`config.mk`:
```
export PLATFORM = sky130hd
export DESIGN_NAME = thermal_sampler
export DESIGN_NICKNAME = d
export VERILOG_FILES = /design/src/rtl/thermal_pkg.sv /design/src/rtl/thermal_period_timer.sv /design/src/rtl/thermal_conv_seq.sv /design/src/rtl/thermal_ch_avg.sv /design/src/rtl/thermal_sampler.sv
export SDC_FILE = /design/constraint.sdc
export NUM_CORES = 1
export LEC_CHECK = 0
export BUFFER_PORTS_ARGS = -buffer_cell sky130_fd_sc_hd__buf_2
export CORE_MARGIN = 3
export CORE_UTILIZATION = 60
export CTS_CLUSTER_DIAMETER = 40
export DETAILED_ROUTE_END_ITERATION = 16
export PLACE_DENSITY = 0.86
export SLEW_MARGIN = 20
export SYNTH_ARGS = -nofsm -noshare
export SYNTH_HDL_FRONTEND = slang
export SYNTH_SLANG_ARGS = --single-unit
```
`constraint.sdc`:
```
create_clock -name clk -period 3.35 [get_ports clk]
set_input_delay 0.335 -clock clk [delete_from_list [all_inputs] [get_ports clk]]
set_output_delay 0.335 -clock clk [all_outputs]
set_load 0.01 [all_outputs]
```
`src/rtl/thermal_pkg.sv`:
```
package thermal_pkg;

  typedef enum logic [1:0] {
    SEQ_IDLE = 2'd0,
    SEQ_ACQ  = 2'd1,
    SEQ_CONV = 2'd2
  } seq_state_e;

  localparam int FILT_W  = 3;
  localparam int MAX_LOG = 4;

  // log2 of the number of codes averaged for a filter setting
  function automatic logic [2:0] avg_log(input logic [FILT_W-1:0] code);
    if (code[2]) avg_log = {1'b0, code[1:0]} + 3'd1;
    else         avg_log = 3'd0;
  endfunction

endpackage

```
`src/rtl/thermal_period_timer.sv`:
```
module thermal_period_timer #(
  parameter int PER_W    = 16,
  parameter int UNIT_LOG = 12
) (
  input  logic             clk,
  input  logic             rst_n,
  input  logic [PER_W-1:0] cfg_period,
  output logic             start,
  output logic             flush
);
  localparam int CNT_W = PER_W + UNIT_LOG;

  logic [PER_W-1:0] per_q;
  logic [CNT_W-1:0] cnt_q, cnt_d;
  logic [CNT_W-1:0] terminal;

  assign flush    = (cfg_period != per_q);
  assign terminal = {per_q, {UNIT_LOG{1'b1}}};
  assign start    = (cnt_q == '0) && !flush;

  always_comb begin
    if (flush)                 cnt_d = '0;
    else if (cnt_q == terminal) cnt_d = '0;
    else                       cnt_d = cnt_q + CNT_W'(1);
  end

  always_ff @(posedge clk or negedge rst_n) begin
    if (!rst_n) begin
      cnt_q <= '0;
      per_q <= '0;
    end else begin
      cnt_q <= cnt_d;
      if (flush) per_q <= cfg_period;
    end
  end

  // a restart is followed by a new round in the very next cycle
  assert_restart_round_R9: assert property (@(posedge clk) disable iff (!rst_n)
    ($past(flush) && !flush) |-> start);

  // the last count of a period is followed by a round start
  assert_period_wrap_R3: assert property (@(posedge clk) disable iff (!rst_n)
    (cnt_q == terminal && !flush && cfg_period == per_q) |=> (start || flush));

endmodule

```
`src/rtl/thermal_conv_seq.sv`:
```
module thermal_conv_seq
  import thermal_pkg::*;
#(
  parameter int NUM_CH = 3,
  parameter int ACQ_W  = 16,
  parameter int CH_W   = 2
) (
  input  logic              clk,
  input  logic              rst_n,
  input  logic              start,
  input  logic              flush,
  input  logic [ACQ_W-1:0]  cfg_acq,
  input  logic [NUM_CH-1:0] cfg_en,
  input  logic              adc_ack,
  output logic              adc_req,
  output logic [CH_W-1:0]   adc_ch,
  output logic              smp_valid
);

  seq_state_e        state_q, state_d;
  logic [CH_W-1:0]   ch_q, ch_d;
  logic [NUM_CH-1:0] pend_q, pend_d;
  logic [ACQ_W-1:0]  acq_q, acq_d;

  logic [NUM_CH-1:0] cand;
  logic [NUM_CH-1:0] pick_mask;
  logic [CH_W-1:0]   pick_ch;
  logic              pick_any;
  logic              cur_en;
  logic              adv;

  // candidate set: full enable mask at round start, remaining ones later
  always_comb begin
    cand     = (state_q == SEQ_IDLE) ? cfg_en : (pend_q & cfg_en);
    pick_any = |cand;
    pick_ch  = '0;
    for (int i = NUM_CH - 1; i >= 0; i--) begin
      if (cand[i]) pick_ch = CH_W'(i);
    end
    pick_mask = cand & ~(NUM_CH'(1) << pick_ch);
  end

  always_comb begin
    cur_en = 1'b0;
    for (int i = 0; i < NUM_CH; i++) begin
      if (ch_q == CH_W'(i)) cur_en = cfg_en[i];
    end
  end

  always_comb begin
    state_d = state_q;
    ch_d    = ch_q;
    pend_d  = pend_q;
    acq_d   = acq_q;
    adv     = 1'b0;
    case (state_q)
      SEQ_IDLE: if (start) adv = 1'b1;
      SEQ_ACQ: begin
        if (!cur_en)             adv = 1'b1;
        else if (acq_q == '0)    state_d = SEQ_CONV;
        else                     acq_d = acq_q - ACQ_W'(1);
      end
      SEQ_CONV: if (!cur_en || adc_ack) adv = 1'b1;
      default: state_d = SEQ_IDLE;
    endcase
    if (adv) begin
      if (pick_any) begin
        state_d = SEQ_ACQ;
        ch_d    = pick_ch;
        pend_d  = pick_mask;
        acq_d   = cfg_acq;
      end else begin
        state_d = SEQ_IDLE;
        pend_d  = '0;
      end
    end
    if (flush) begin
      state_d = SEQ_IDLE;
      pend_d  = '0;
    end
  end

  always_ff @(posedge clk or negedge rst_n) begin
    if (!rst_n) begin
      state_q <= SEQ_IDLE;
      ch_q    <= '0;
      pend_q  <= '0;
      acq_q   <= '0;
    end else begin
      state_q <= state_d;
      ch_q    <= ch_d;
      pend_q  <= pend_d;
      acq_q   <= acq_d;
    end
  end

  assign adc_req   = (state_q == SEQ_CONV);
  assign adc_ch    = ch_q;
  assign smp_valid = adc_req && adc_ack && cur_en && !flush;

  assert_req_hold_R10: assert property (@(posedge clk) disable iff (!rst_n)
    (adc_req && !adc_ack && !flush && cur_en) |=> (adc_req && $stable(adc_ch)));

  assert_req_withdraw_R9: assert property (@(posedge clk) disable iff (!rst_n)
    flush |=> !adc_req);

  assert_req_enabled_R4: assert property (@(posedge clk) disable iff (!rst_n)
    $rose(adc_req) |-> $past(cur_en));

endmodule

```
`src/rtl/thermal_ch_avg.sv`:
```
module thermal_ch_avg
  import thermal_pkg::*;
#(
  parameter int DATA_W = 12
) (
  input  logic              clk,
  input  logic              rst_n,
  input  logic              en,
  input  logic              flush,
  input  logic [FILT_W-1:0] filt,
  input  logic              smp_valid,
  input  logic [DATA_W-1:0] smp_code,
  output logic [DATA_W-1:0] data,
  output logic              ready
);
  localparam int ACC_W = DATA_W + MAX_LOG;
  localparam int CNT_W = MAX_LOG + 1;

  logic [ACC_W-1:0]  acc_q, acc_d, sum, shifted;
  logic [CNT_W-1:0]  cnt_q, cnt_d, cnt_inc, target;
  logic [DATA_W-1:0] data_q, data_d;
  logic              ready_q, ready_d;
  logic [2:0]        lg;
  logic              done;

  assign lg      = avg_log(filt);
  assign target  = CNT_W'(1) << lg;
  assign sum     = acc_q + ACC_W'(smp_code);
  assign shifted = sum >> lg;
  assign cnt_inc = cnt_q + CNT_W'(1);
  assign done    = smp_valid && (cnt_inc >= target);

  always_comb begin
    acc_d   = acc_q;
    cnt_d   = cnt_q;
    data_d  = data_q;
    ready_d = 1'b0;
    if (!en || flush) begin
      acc_d = '0;
      cnt_d = '0;
    end else if (smp_valid) begin
      if (done) begin
        acc_d   = '0;
        cnt_d   = '0;
        data_d  = shifted[DATA_W-1:0];
        ready_d = 1'b1;
      end else begin
        acc_d = sum;
        cnt_d = cnt_inc;
      end
    end
  end

  always_ff @(posedge clk or negedge rst_n) begin
    if (!rst_n) begin
      acc_q   <= '0;
      cnt_q   <= '0;
      data_q  <= '0;
      ready_q <= 1'b0;
    end else begin
      acc_q   <= acc_d;
      cnt_q   <= cnt_d;
      ready_q <= ready_d;
      if (ready_d) data_q <= data_d;
    end
  end

  assign data  = data_q;
  assign ready = ready_q;

  assert_ready_pulse_R7: assert property (@(posedge clk) disable iff (!rst_n)
    ready |=> !ready);

  assert_ready_cause_R6: assert property (@(posedge clk) disable iff (!rst_n)
    ready |-> $past(smp_valid));

  assert_data_hold_R5: assert property (@(posedge clk) disable iff (!rst_n)
    !ready |-> $stable(data));

  assert_disabled_quiet_R8: assert property (@(posedge clk) disable iff (!rst_n)
    ready |-> $past(en));

endmodule

```
`src/rtl/thermal_sampler.sv`:
```
module thermal_sampler
  import thermal_pkg::*;
#(
  parameter int NUM_CH   = 3,
  parameter int DATA_W   = 12,
  parameter int ACQ_W    = 16,
  parameter int PER_W    = 16,
  parameter int UNIT_LOG = 12,
  parameter int CH_W     = (NUM_CH > 1) ? $clog2(NUM_CH) : 1
) (
  input  logic                     clk,
  input  logic                     rst_n,
  input  logic [ACQ_W-1:0]         cfg_acq,
  input  logic [PER_W-1:0]         cfg_period,
  input  logic [FILT_W-1:0]        cfg_filter,
  input  logic [NUM_CH-1:0]        cfg_en,
  input  logic                     adc_ack,
  input  logic [DATA_W-1:0]        adc_code,
  output logic                     adc_req,
  output logic [CH_W-1:0]          adc_ch,
  output logic [NUM_CH*DATA_W-1:0] data_out,
  output logic [NUM_CH-1:0]        data_ready
);

  logic start, flush, smp_valid;

  thermal_period_timer #(
    .PER_W    (PER_W),
    .UNIT_LOG (UNIT_LOG)
  ) u_timer (
    .clk        (clk),
    .rst_n      (rst_n),
    .cfg_period (cfg_period),
    .start      (start),
    .flush      (flush)
  );

  thermal_conv_seq #(
    .NUM_CH (NUM_CH),
    .ACQ_W  (ACQ_W),
    .CH_W   (CH_W)
  ) u_seq (
    .clk       (clk),
    .rst_n     (rst_n),
    .start     (start),
    .flush     (flush),
    .cfg_acq   (cfg_acq),
    .cfg_en    (cfg_en),
    .adc_ack   (adc_ack),
    .adc_req   (adc_req),
    .adc_ch    (adc_ch),
    .smp_valid (smp_valid)
  );

  for (genvar g = 0; g < NUM_CH; g++) begin : g_ch
    logic ch_hit;
    assign ch_hit = smp_valid && (adc_ch == CH_W'(g));

    thermal_ch_avg #(
      .DATA_W (DATA_W)
    ) u_avg (
      .clk       (clk),
      .rst_n     (rst_n),
      .en        (cfg_en[g]),
      .flush     (flush),
      .filt      (cfg_filter),
      .smp_valid (ch_hit),
      .smp_code  (adc_code),
      .data      (data_out[g*DATA_W +: DATA_W]),
      .ready     (data_ready[g])
    );
  end

  assert_one_ready_R7: assert property (@(posedge clk) disable iff (!rst_n)
    $onehot0(data_ready));

endmodule

```
==> flow_summary.json, run 1 <==
{
  "p_sw_share_pct": 28.86,
  "power_frac_comb_pct": 12.0,
  "synth_area_mm2": 0.01141,
  "cp-start-kind": "flip-flop",
  "drtIter0Drc": 1020,
  "hp-class": "primary input to flip-flop",
  "cts_buffer_depth": 2,
  "seq_power_share_pct": 45.3,
  "cts.clk_slew.worst_paths_ns": 0.07,
  "cts_buffers": 17,
  "insertion_delay_ns": 0.44,
  "crit_fanout": 5,
  "core_area_mm2": 0.01833,
  "layout_setup_ws_ns": 0.1971,
  "finalCriticalPeriod_ns": 3.153,
  "antenna_found_initial": 0,
  "synthDistinctLibCells": 79,
  "async_flop_share_pct": 100.0,
  "power_density_mw_per_mm2": 353.2,
  "tightest_slew_ns": 0.7914,
  "cap_violations": 0,
  "globalRouteTotalUtil_pct": 31.32,
  "fmax_mhz": 317.2,
  "yosysWarnings": 0,
  "utilization_pct": 70.38,
  "p_int_mw": 3.242,
  "arrival_ns": 3.46,
  "drive_gt1_share_pct": 16.33,
  "post_drt_wl_per_cell_um": 19.80,
  "switchingPower_mw": 1.315,
  "die_w_um": 143.9,
  "portBuffers": 94,
  "via_count": 10610,
  "cts_sinks": 169,
  "design_area_mm2": 0.01290,
  "grt_first_pass_wirelength_mm": 51.81,
  "initial_core_util_pct": 62.24,
  "clockPowerShare_pct": 42.7,
  "syn2layout_area_growth_pct": 13.08,
  "htree_levels": 4,
  "outcome": "finished, final reports clean",
  "grt_max_degree": 76,
  "setup_viol": 0,
  "root_buffer": "clkbuf_16",
  "synthCells": 1289,
  "fill_cells": 1351,
  "drc": 0,
  "r2r_slack_ns": 0.20,
  "avgSynthCellArea_um2": 8.852,
  "p_leak_nw": 6.070,
  "crit_path_end_kind": "flip-flop",
  "pre_cts_ws_ns": -0.04116,
  "gp_congestion": 0.9824,
  "synth-seq-cells": 169,
  "grt_pass1_vias": 10240,
  "yosysSeqAreaShare_pct": 37.07,
  "ys.flop_type": "dfrtp_1",
  "criticalPathCategory": "flip-flop to flip-flop",
  "rsz0062_at_grt": "false",
  "finalWirelength_mm": 32.06,
  "dp_hpwl_mm": 23.30,
  "ir_worst_vdd_mv": 0.3669,
  "timing.final.crit_share_pct": 94.12,
  "vias_per_cell": 6.556,
  "firstDrtPassIters": 7,
  "cts_tree": "yes",
  "num_rows": 49,
  "num_io_pins": 95,
  "synth_fp_nets": 1401,
  "slew_headroom_pct": 47.05,
  "drv_slew": 0,
  "fin_nets": 1489,
  "synth_edf_count": 0,
  "skew_ns": 0.01186,
  "dieHeight_um": 143.9,
  "die_area_mm2": 0.02071,
  "antenna_cells": 0,
  "required_ns": 3.66,
  "hold_viol_final": 0,
  "setup_tns_ns": 0,
  "place_area_mm2": 0.01231,
  "antenna_left": 0,
  "overflow": 0
}
==> layer usage <==
layer | track usage [%] | part of all wire, % | vias up
met4 | 13.53 | 3.8 | 0
met2 | 50.20 | 47 | 585
li1 | - | - | 4891
met5 | 0 | 0 | -
met3 | 5.724 | 9.6 | 113
met1 | 41.85 | 40 | 5025
==> Yosys cell counts (12+ instances only) <==
master	number	share of area [%]
xor2_1	65	5.0
nand3_1	32	1.4
o21ai_0	101	4.4
nand2b_1	12	0.66
mux2i_1	18	1.6
a21o_1	21	1.4
nand4_1	16	0.88
ha_1	56	6.1
clkbuf_1	67	2.2
or3_1	12	0.66
xnor2_1	48	3.7
o211ai_1	16	1.1
a21oi_1	94	4.1
and3_1	18	0.99
buf_2	12	0.53
nor4_1	18	0.99
a22o_1	34	2.6
dfrtp_1	169	37
inv_1	21	0.69
nand2_1	137	4.5
nor3_1	16	0.70
nor2_1	113	3.7
a211oi_1	16	1.1
==> layout by cell type (no fill, tap or decap), types with 9 or more instances in the layout <==
cell type and instances:
buf_2 93, nor3_1 16, a31oi_1 10, a21oi_1 94, xnor2_1 48, o22ai_1 10
clkbuf_16 17, dfrtp_1 169, nand3_1 32, nand2b_1 10, nand2_1 136, xor2_1 65
a21o_1 21, o211ai_1 16, nor4_1 18, nor2_1 113, or3_1 11, and3_1 18
a22o_1 34, o31ai_1 11, ha_1 56, inv_1 21, nand4_1 16, o21ai_0 101
buf_4 58, mux2i_1 18, or2_2 9, a211oi_1 16
==> cell type report <==
cell class / count / area (um2) / area share [%]
flip-flops and latches: 169 / 4229 / 32.78
repair buffers: 154 / 942.2 / 7.302
inverters: 22 / 82.58 / 0.6400
clock inverters: 15 / 155.1 / 1.202
well taps: 229 / 286.5 / 2.221
multi-input cells: 1013 / 6782 / 52.56
clock buffers: 17 / 425.4 / 3.297
==> final timing paths <==
kind,from,to,depth (start not counted)
max in group asynchronous,rst_n,g_ch[0].u_avg.acc_q[13],3
worst min register to register,g_ch[1].u_avg.data[0],g_ch[1].u_avg.data[0],1
worst max register to register,g_ch[1].u_avg.acc_q[0],g_ch[1].u_avg.data[7],9
min in group asynchronous,rst_n,g_ch[0].u_avg.acc_q[5],2
worst min-delay path,cfg_period[10],u_timer.per_q[10],1
worst max-delay path,g_ch[1].u_avg.acc_q[0],g_ch[1].u_avg.data[7],9
==> registers in the layout, summed over array words and instances (netlist names) <==
| register | cells |
|---|---|
| g_ch.u_avg.acc_q | 48 |
| g_ch.u_avg.data | 36 |
| u_timer.cnt_q | 28 |
| u_seq.acq_q | 16 |
| u_timer.per_q | 16 |
| g_ch.u_avg.cnt_q | 15 |
| g_ch.u_avg.ready | 3 |
| u_seq.pend_q | 3 |
| u_seq.adc_ch | 2 |
| u_seq.state_q | 2 |
==> critical path, cell delays in order, from the launching register on <==
cell and delay, ns:
dfrtp_1 0.39, ha_1 0.24, fa_1 0.44, a211oi_1 0.39, o211ai_1 0.23, a221oi_1 0.34, xnor2_1 0.20, mux4_2 0.51
a22oi_1 0.19, o21ai_0 0.11
==> stage by stage <==
step           power, mW  std cells  hold WS (ns)
2_1_floorplan      2.419       1289       0.03941
3_3_place_gp       2.622       1586        0.4068
3_5_place_dp       2.631       1586        0.4132
4_1_cts            4.563       1619      0.005319
5_1_grt            4.710       1619       0.01300
6_report           4.557       1619       0.02270
==> power by group through the flow <==
stage	sequential (mW)	combinational, mW	clock (mW)
after floorplan	2.10	0.317	0
after global placement	2.10	0.519	0
after detailed placement	2.10	0.527	0
after CTS	2.06	0.532	1.97
after global routing	2.06	0.592	2.05
final	2.06	0.547	1.95
==> logic make-up after synthesis <==
kind of cell	Yosys count	synth area share [%]
flip-flops	169	37.07
buffers and inverters	107	3.761
XOR/XNOR	113	8.674
adder cells (fa/ha/maj)	60	6.755
multiplexers	27	2.862
AO/OA/AOI/OAI	398	23.43
AND/OR/NAND/NOR	415	17.45
==> timing repair <==
item / CTS / global route
gates resized for setup: 0 / 1
hold endpoints to repair: 72 / 0
hold buffers: 1 / 0
buffers inserted: 0 / 0
setup endpoints to repair: 0 / 1
Note: power is estimated with default switching activity, not from simulation.
==> run 2, diff against run 1 <==
--- a/config.mk
+++ b/config.mk
@@ -6,11 +6,13 @@
 export NUM_CORES = 1
 export LEC_CHECK = 0
 export BUFFER_PORTS_ARGS = -buffer_cell sky130_fd_sc_hd__buf_2
+export CELL_PAD_IN_SITES_DETAIL_PLACEMENT = 0
+export CELL_PAD_IN_SITES_GLOBAL_PLACEMENT = 2
 export CORE_MARGIN = 3
-export CORE_UTILIZATION = 60
+export CORE_UTILIZATION = 38
 export CTS_CLUSTER_DIAMETER = 40
 export DETAILED_ROUTE_END_ITERATION = 16
-export PLACE_DENSITY = 0.86
+export PLACE_DENSITY = 0.87
 export SLEW_MARGIN = 20
 export SYNTH_ARGS = -nofsm -noshare
 export SYNTH_HDL_FRONTEND = slang
==> flow_summary.json, run 2 (synthesis results as in run 1) <==
{
  "largest_register_ffs": 48,
  "grt_max_degree": 80,
  "via_count": 10050,
  "cts_buffers": 17,
  "initial_core_util_pct": 39.12,
  "r2r-end": "g_ch[1].u_avg.data[8]",
  "arrival_ns": 3.42,
  "drtIter0Drc": 794,
  "dieHeight_um": 179.3,
  "hold_depth": 1,
  "insertion_delay_ns": 0.43,
  "crit_path_end_kind": "flip-flop",
  "final_cell_mix": "dfrtp_1 (169), nand2_1 (136), nor2_1 (113)",
  "worstHoldStart": "cfg_period[3]",
  "required_ns": 3.66,
  "cts_buffer_depth": 2,
  "slowest_stage": "fa_1",
  "overflow": 0,
  "ir_worst_vdd_mv": 0.3468,
  "power_density_mw_per_mm2": 355.8,
  "antenna_found_initial": 0,
  "gp_congestion": 0.9000,
  "htree_levels": 4,
  "crit_fanout": 5,
  "final_common_cell": "dfrtp_1",
  "rsz0062_at_grt": "false",
  "cp-start-kind": "flip-flop",
  "syn2layout_area_growth_pct": 16.00,
  "reg2reg_depth": 10,
  "drv_slew": 0,
  "fin_nets": 1500,
  "vias_per_cell": 5.628,
  "globalRouteTotalUtil_pct": 21.25,
  "cpPeakStageDelay_ns": 0.45,
  "die_area_mm2": 0.03214,
  "grt_pass1_vias": 9764,
  "r2r-start": "g_ch[1].u_avg.acc_q[0]",
  "skew_ns": 0.01069,
  "cts_sinks": 169,
  "timing.final.crit_share_pct": 92.93,
  "setup_viol": 0,
  "finalCriticalPeriod_ns": 3.113,
  "cts_tree": "yes",
  "root_buffer": "clkbuf_16",
  "worstHoldEndpoint": "u_timer.per_q[3]",
  "power.total_mw": 4.709,
  "num_io_pins": 95,
  "antenna_left": 0,
  "cap_violations": 0,
  "dp_hpwl_mm": 25.26,
  "fmax_mhz": 321.2,
  "cts.clk_slew.worst_paths_ns": 0.07,
  "post_cts_buffers": 0,
  "post_drt_wl_per_cell_um": 18.69,
  "slew_headroom_pct": 42.04,
  "drive_gt1_share_pct": 16.92,
  "top_register": "g_ch.u_avg.acc_q",
  "utilization_pct": 45.38,
  "crit_start": "g_ch[1].u_avg.acc_q[0]",
  "hold_viol_final": 0,
  "firstDrtPassIters": 5,
  "cp_common_cell": "o21ai_0",
  "criticalPathCategory": "flip-flop to flip-flop",
  "timing.critical_path.cells": "ha_1, fa_1, a211oi_1, o211ai_1, a221oi_1, xnor2_1, a222oi_1, o21ai_0, a22oi_1, o21ai_0",
  "die_w_um": 179.3,
  "portBuffers": 94,
  "outcome": "finished, final reports clean",
  "p_leak_nw": 6.152,
  "core_area_mm2": 0.02917,
  "num_rows": 62,
  "r2r_slack_ns": 0.24,
  "finalWirelength_mm": 33.36,
  "drc": 0,
  "antenna_cells": 0,
  "hp-class": "primary input to flip-flop",
  "grt_first_pass_wirelength_mm": 53.68,
  "tightest_slew_ns": 0.8663
}
## run 2: changes by cell type in the layout (fill, tap and decap cells not counted), sizes merged
cell      change
buf          +11
clkinvlp      -1
clkinv        -1
clkbuf        +2
inv           -2
bufinv        +2
## run 2: per-stage QoR
| step | cell area [um2] | hold slack (ns) | worst slack (ns) | TNS [ns] | instances |
|---|---|---|---|---|---|
| final | 13240 | 0.02439 | 0.2369 | 0 | 1785 |
| after global routing | 13240 | 0.006883 | 0.04519 | 0 | 1785 |
| after CTS | 13230 | 0.01193 | 0.2386 | 0 | 1785 |
| after detailed placement | 12620 | 0.4339 | 0.05622 | 0 | 1752 |
| after global placement | 12620 | 0.4314 | 0.1196 | 0 | 1752 |
| after floorplan | 11450 | 0.03941 | -0.009210 | -0.009210 | 1289 |
## run 2: routing by layer
| layer | vias up | global-route usage (%) | routed length (um) |
|---|---|---|---|
| met3 | 36 | 2.838 | 1355 |
| met5 | - | 0 | 0 |
| met2 | 245 | 33.22 | 15050 |
| met4 | 0 | 6.057 | 748 |
| li1 | 4913 | - | - |
| met1 | 4852 | 30.76 | 16210 |
## run 2: worst max path at each step
stage	endpoint	slack (ns)	cells after the start
2_1_floorplan	g_ch[0].u_avg.data[10]	-0.009	15
3_3_place_gp	g_ch[2].u_avg.acc_q[15]	0.12	11
4_1_cts	g_ch[1].u_avg.data[5]	0.24	10
3_5_place_dp	g_ch[2].u_avg.acc_q[14]	0.06	12
5_1_grt	g_ch[2].u_avg.data[8]	0.05	11
6_report	g_ch[1].u_avg.data[8]	0.24	10
## run 2: worst max-delay path: cells and delay by family (launching register included)
kind / cells / cell delay, ns
flops: 1 / 0.42
compound gates: 7 / 1.66
xor+xnor: 1 / 0.20
fa+ha+maj: 2 / 0.71
## run 2: what timing repair did
item	4_1_cts	5_1_grt
gates resized for setup	0	1
hold buffers	1	0
endpoints found under the setup margin	0	3
endpoints found under the hold margin	75	0
## run 2: cell type report
cell class | count | area [um2]
Fill cell | 2933 | 15930
Multi-Input combinational cell | 1013 | 6779
Sequential cell | 169 | 4229
Timing Repair Buffer | 165 | 1062
Tap cell | 384 | 480.5
Clock buffer | 19 | 442.9
Clock inverter | 13 | 158.9
Inverter | 22 | 82.58
## run 2: report_power, final
| part | leakage (nW) | internal [mW] | total [mW] | switching [mW] |
|---|---|---|---|---|
| Combinational | 3.55 | 0.207 | 0.561 | 0.355 |
| Clock | 0.294 | 1.15 | 2.08 | 0.938 |
| Sequential | 2.31 | 2.05 | 2.06 | 0.0130 |
| Total | 6.15 | 3.40 | 4.71 | 1.31 |
==> run 3, diff against run 2 <==
--- a/config.mk
+++ b/config.mk
@@ -8,11 +8,11 @@
 export BUFFER_PORTS_ARGS = -buffer_cell sky130_fd_sc_hd__buf_2
 export CELL_PAD_IN_SITES_DETAIL_PLACEMENT = 0
 export CELL_PAD_IN_SITES_GLOBAL_PLACEMENT = 2
-export CORE_MARGIN = 3
 export CORE_UTILIZATION = 38
 export CTS_CLUSTER_DIAMETER = 40
 export DETAILED_ROUTE_END_ITERATION = 16
 export PLACE_DENSITY = 0.87
+export SKIP_CTS_REPAIR_TIMING = 1
 export SLEW_MARGIN = 20
 export SYNTH_ARGS = -nofsm -noshare
 export SYNTH_HDL_FRONTEND = slang
==> flow_summary.json, run 3 (synthesis results as in run 1) <==
{
  "overflow": 0,
  "core_area_mm2": 0.02956,
  "drtIter0Drc": 660,
  "arrival_ns": 3.46,
  "cts.clk_slew.worst_paths_ns": 0.08,
  "p_int_mw": 3.287,
  "switchingPower_mw": 1.355,
  "dieHeight_um": 175.3,
  "ff_latch_area_mm2": 0.004229,
  "gp_congestion": 0.8824,
  "p_leak_nw": 6.223,
  "multi_input_area_mm2": 0.006782,
  "grt_max_degree": 79,
  "initial_core_util_pct": 38.60,
  "fill_cells": 2909,
  "drv_slew": 0,
  "timing.final.crit_share_pct": 93.08,
  "die_w_um": 175.3,
  "hp-class": "primary input to flip-flop",
  "portBuffers": 94,
  "power.total_mw": 4.642,
  "post_drt_wl_per_cell_um": 18.35,
  "slowest_stage": "dfrtp_1",
  "rsz0062_at_grt": "false",
  "setup_viol": 0,
  "final_common_cell": "dfrtp_1",
  "syn2layout_area_growth_pct": 17.20,
  "clockPowerShare_pct": 43.2,
  "cts_buffer_depth": 2,
  "power_frac_comb_pct": 12.3,
  "fin_nets": 1519,
  "antenna_found_initial": 0,
  "finalWirelength_mm": 33.22,
  "fmax_mhz": 320.7,
  "tightest_slew_ns": 0.8712,
  "antenna_cells": 0,
  "cap_violations": 0,
  "grt_first_pass_wirelength_mm": 53.27,
  "crit_buf_inv": 0,
  "insertion_delay_ns": 0.45,
  "setup_tns_ns": 0,
  "largest_register_ffs": 48,
  "slew_headroom_pct": 41.57,
  "pre_cts_ws_ns": -0.04642,
  "p_sw_share_pct": 29.20,
  "num_io_pins": 95,
  "grt_pass1_vias": 9690,
  "num_rows": 63,
  "root_buffer": "clkbuf_16",
  "timing.critical_path.cells": "ha_1, fa_1, a211oi_1, o21bai_1, a2111oi_4, or2_2, xnor2_1, a221oi_1, a21oi_1, a211o_1",
  "finalCriticalPeriod_ns": 3.118,
  "seq_power_share_pct": 44.5,
  "cp-start-kind": "flip-flop",
  "post-place-cells": 1768,
  "required_ns": 3.69,
  "power_density_mw_per_mm2": 347.1,
  "final_cell_mix": "dfrtp_1 (169), nand2_1 (136), nor2_1 (113)",
  "drc": 0,
  "die_area_mm2": 0.03072,
  "cpPeakStageDelay_ns": 0.39,
  "top_register": "g_ch.u_avg.acc_q",
  "globalRouteTotalUtil_pct": 22.20,
  "ir_worst_vdd_mv": 0.3276,
  "firstDrtPassIters": 5,
  "timing.hold.ws_ns": 0.01369,
  "skew_ns": 0.01101,
  "crit_path_end_kind": "flip-flop",
  "outcome": "finished, final reports clean",
  "htree_levels": 4,
  "layout_setup_ws_ns": 0.2318,
  "hold_viol_final": 0,
  "instances_no_fill": 1810,
  "cts_sinks": 169,
  "cts_buffers": 17,
  "cp_top_family": "compound AO/OA/AOI/OAI gates",
  "cts_tree": "yes",
  "dp_hpwl_mm": 24.99,
  "crit_fanout": 3,
  "vias_per_cell": 5.594,
  "criticalPathCategory": "flip-flop to flip-flop",
  "via_count": 10130,
  "antenna_left": 0,
  "drive_gt1_share_pct": 17.46
}
run 3: cell type report:
cell class,instances,share of cell area (%)
inverters,22,0.6176
repair buffers,184,8.992
clock inverters,14,1.114
multi-input cells,1013,50.72
well taps,390,3.649
flip-flops and latches,169,31.63
clock buffers,18,3.284
run 3: power by group through the flow:
| stage | combinational, mW | clock, mW | sequential, mW |
|---|---|---|---|
| 2_1_floorplan | 0.317 | 0 | 2.10 |
| 3_3_place_gp | 0.559 | 0 | 2.10 |
| 3_5_place_dp | 0.561 | 0 | 2.10 |
| 4_1_cts | 0.564 | 2.05 | 2.06 |
| 5_1_grt | 0.628 | 2.13 | 2.07 |
| 6_report | 0.573 | 2.00 | 2.06 |
run 3: path summary, 6_finish.rpt:
path	endpoint	from	cells past startpoint	slack (ns)
worst max-delay path	g_ch[0].u_avg.data[6]	g_ch[0].u_avg.acc_q[0]	10	0.23
worst min-delay path	u_timer.per_q[1]	cfg_period[1]	1	0.01
worst max register to register	g_ch[0].u_avg.data[6]	g_ch[0].u_avg.acc_q[0]	10	0.23
worst min register to register	g_ch[1].u_avg.data[0]	g_ch[1].u_avg.data[0]	1	0.48
max in group asynchronous	u_seq.acq_q[6]	rst_n	3	1.97
min in group asynchronous	g_ch[2].u_avg.data[2]	rst_n	2	0.50
run 3: metrics by stage:
| stage | area [um2] | utilization, % |
|---|---|---|
| after floorplan | 11450 | - |
| after global placement | 12680 | 42.89 |
| after detailed placement | 12680 | 42.89 |
| after CTS | 13270 | 44.88 |
| after global routing | 13370 | 45.24 |
| final | 13370 | 45.24 |
run 3: per-layer routing:
layer / vias up / global-route usage, % / share of wire, %
met5: - / 0 / 0
met4: 0 / 7.500 / 2.1
met3: 35 / 4.221 / 4.6
met2: 237 / 34.77 / 45
met1: 4898 / 30.69 / 48
li1: 4955 / - / -
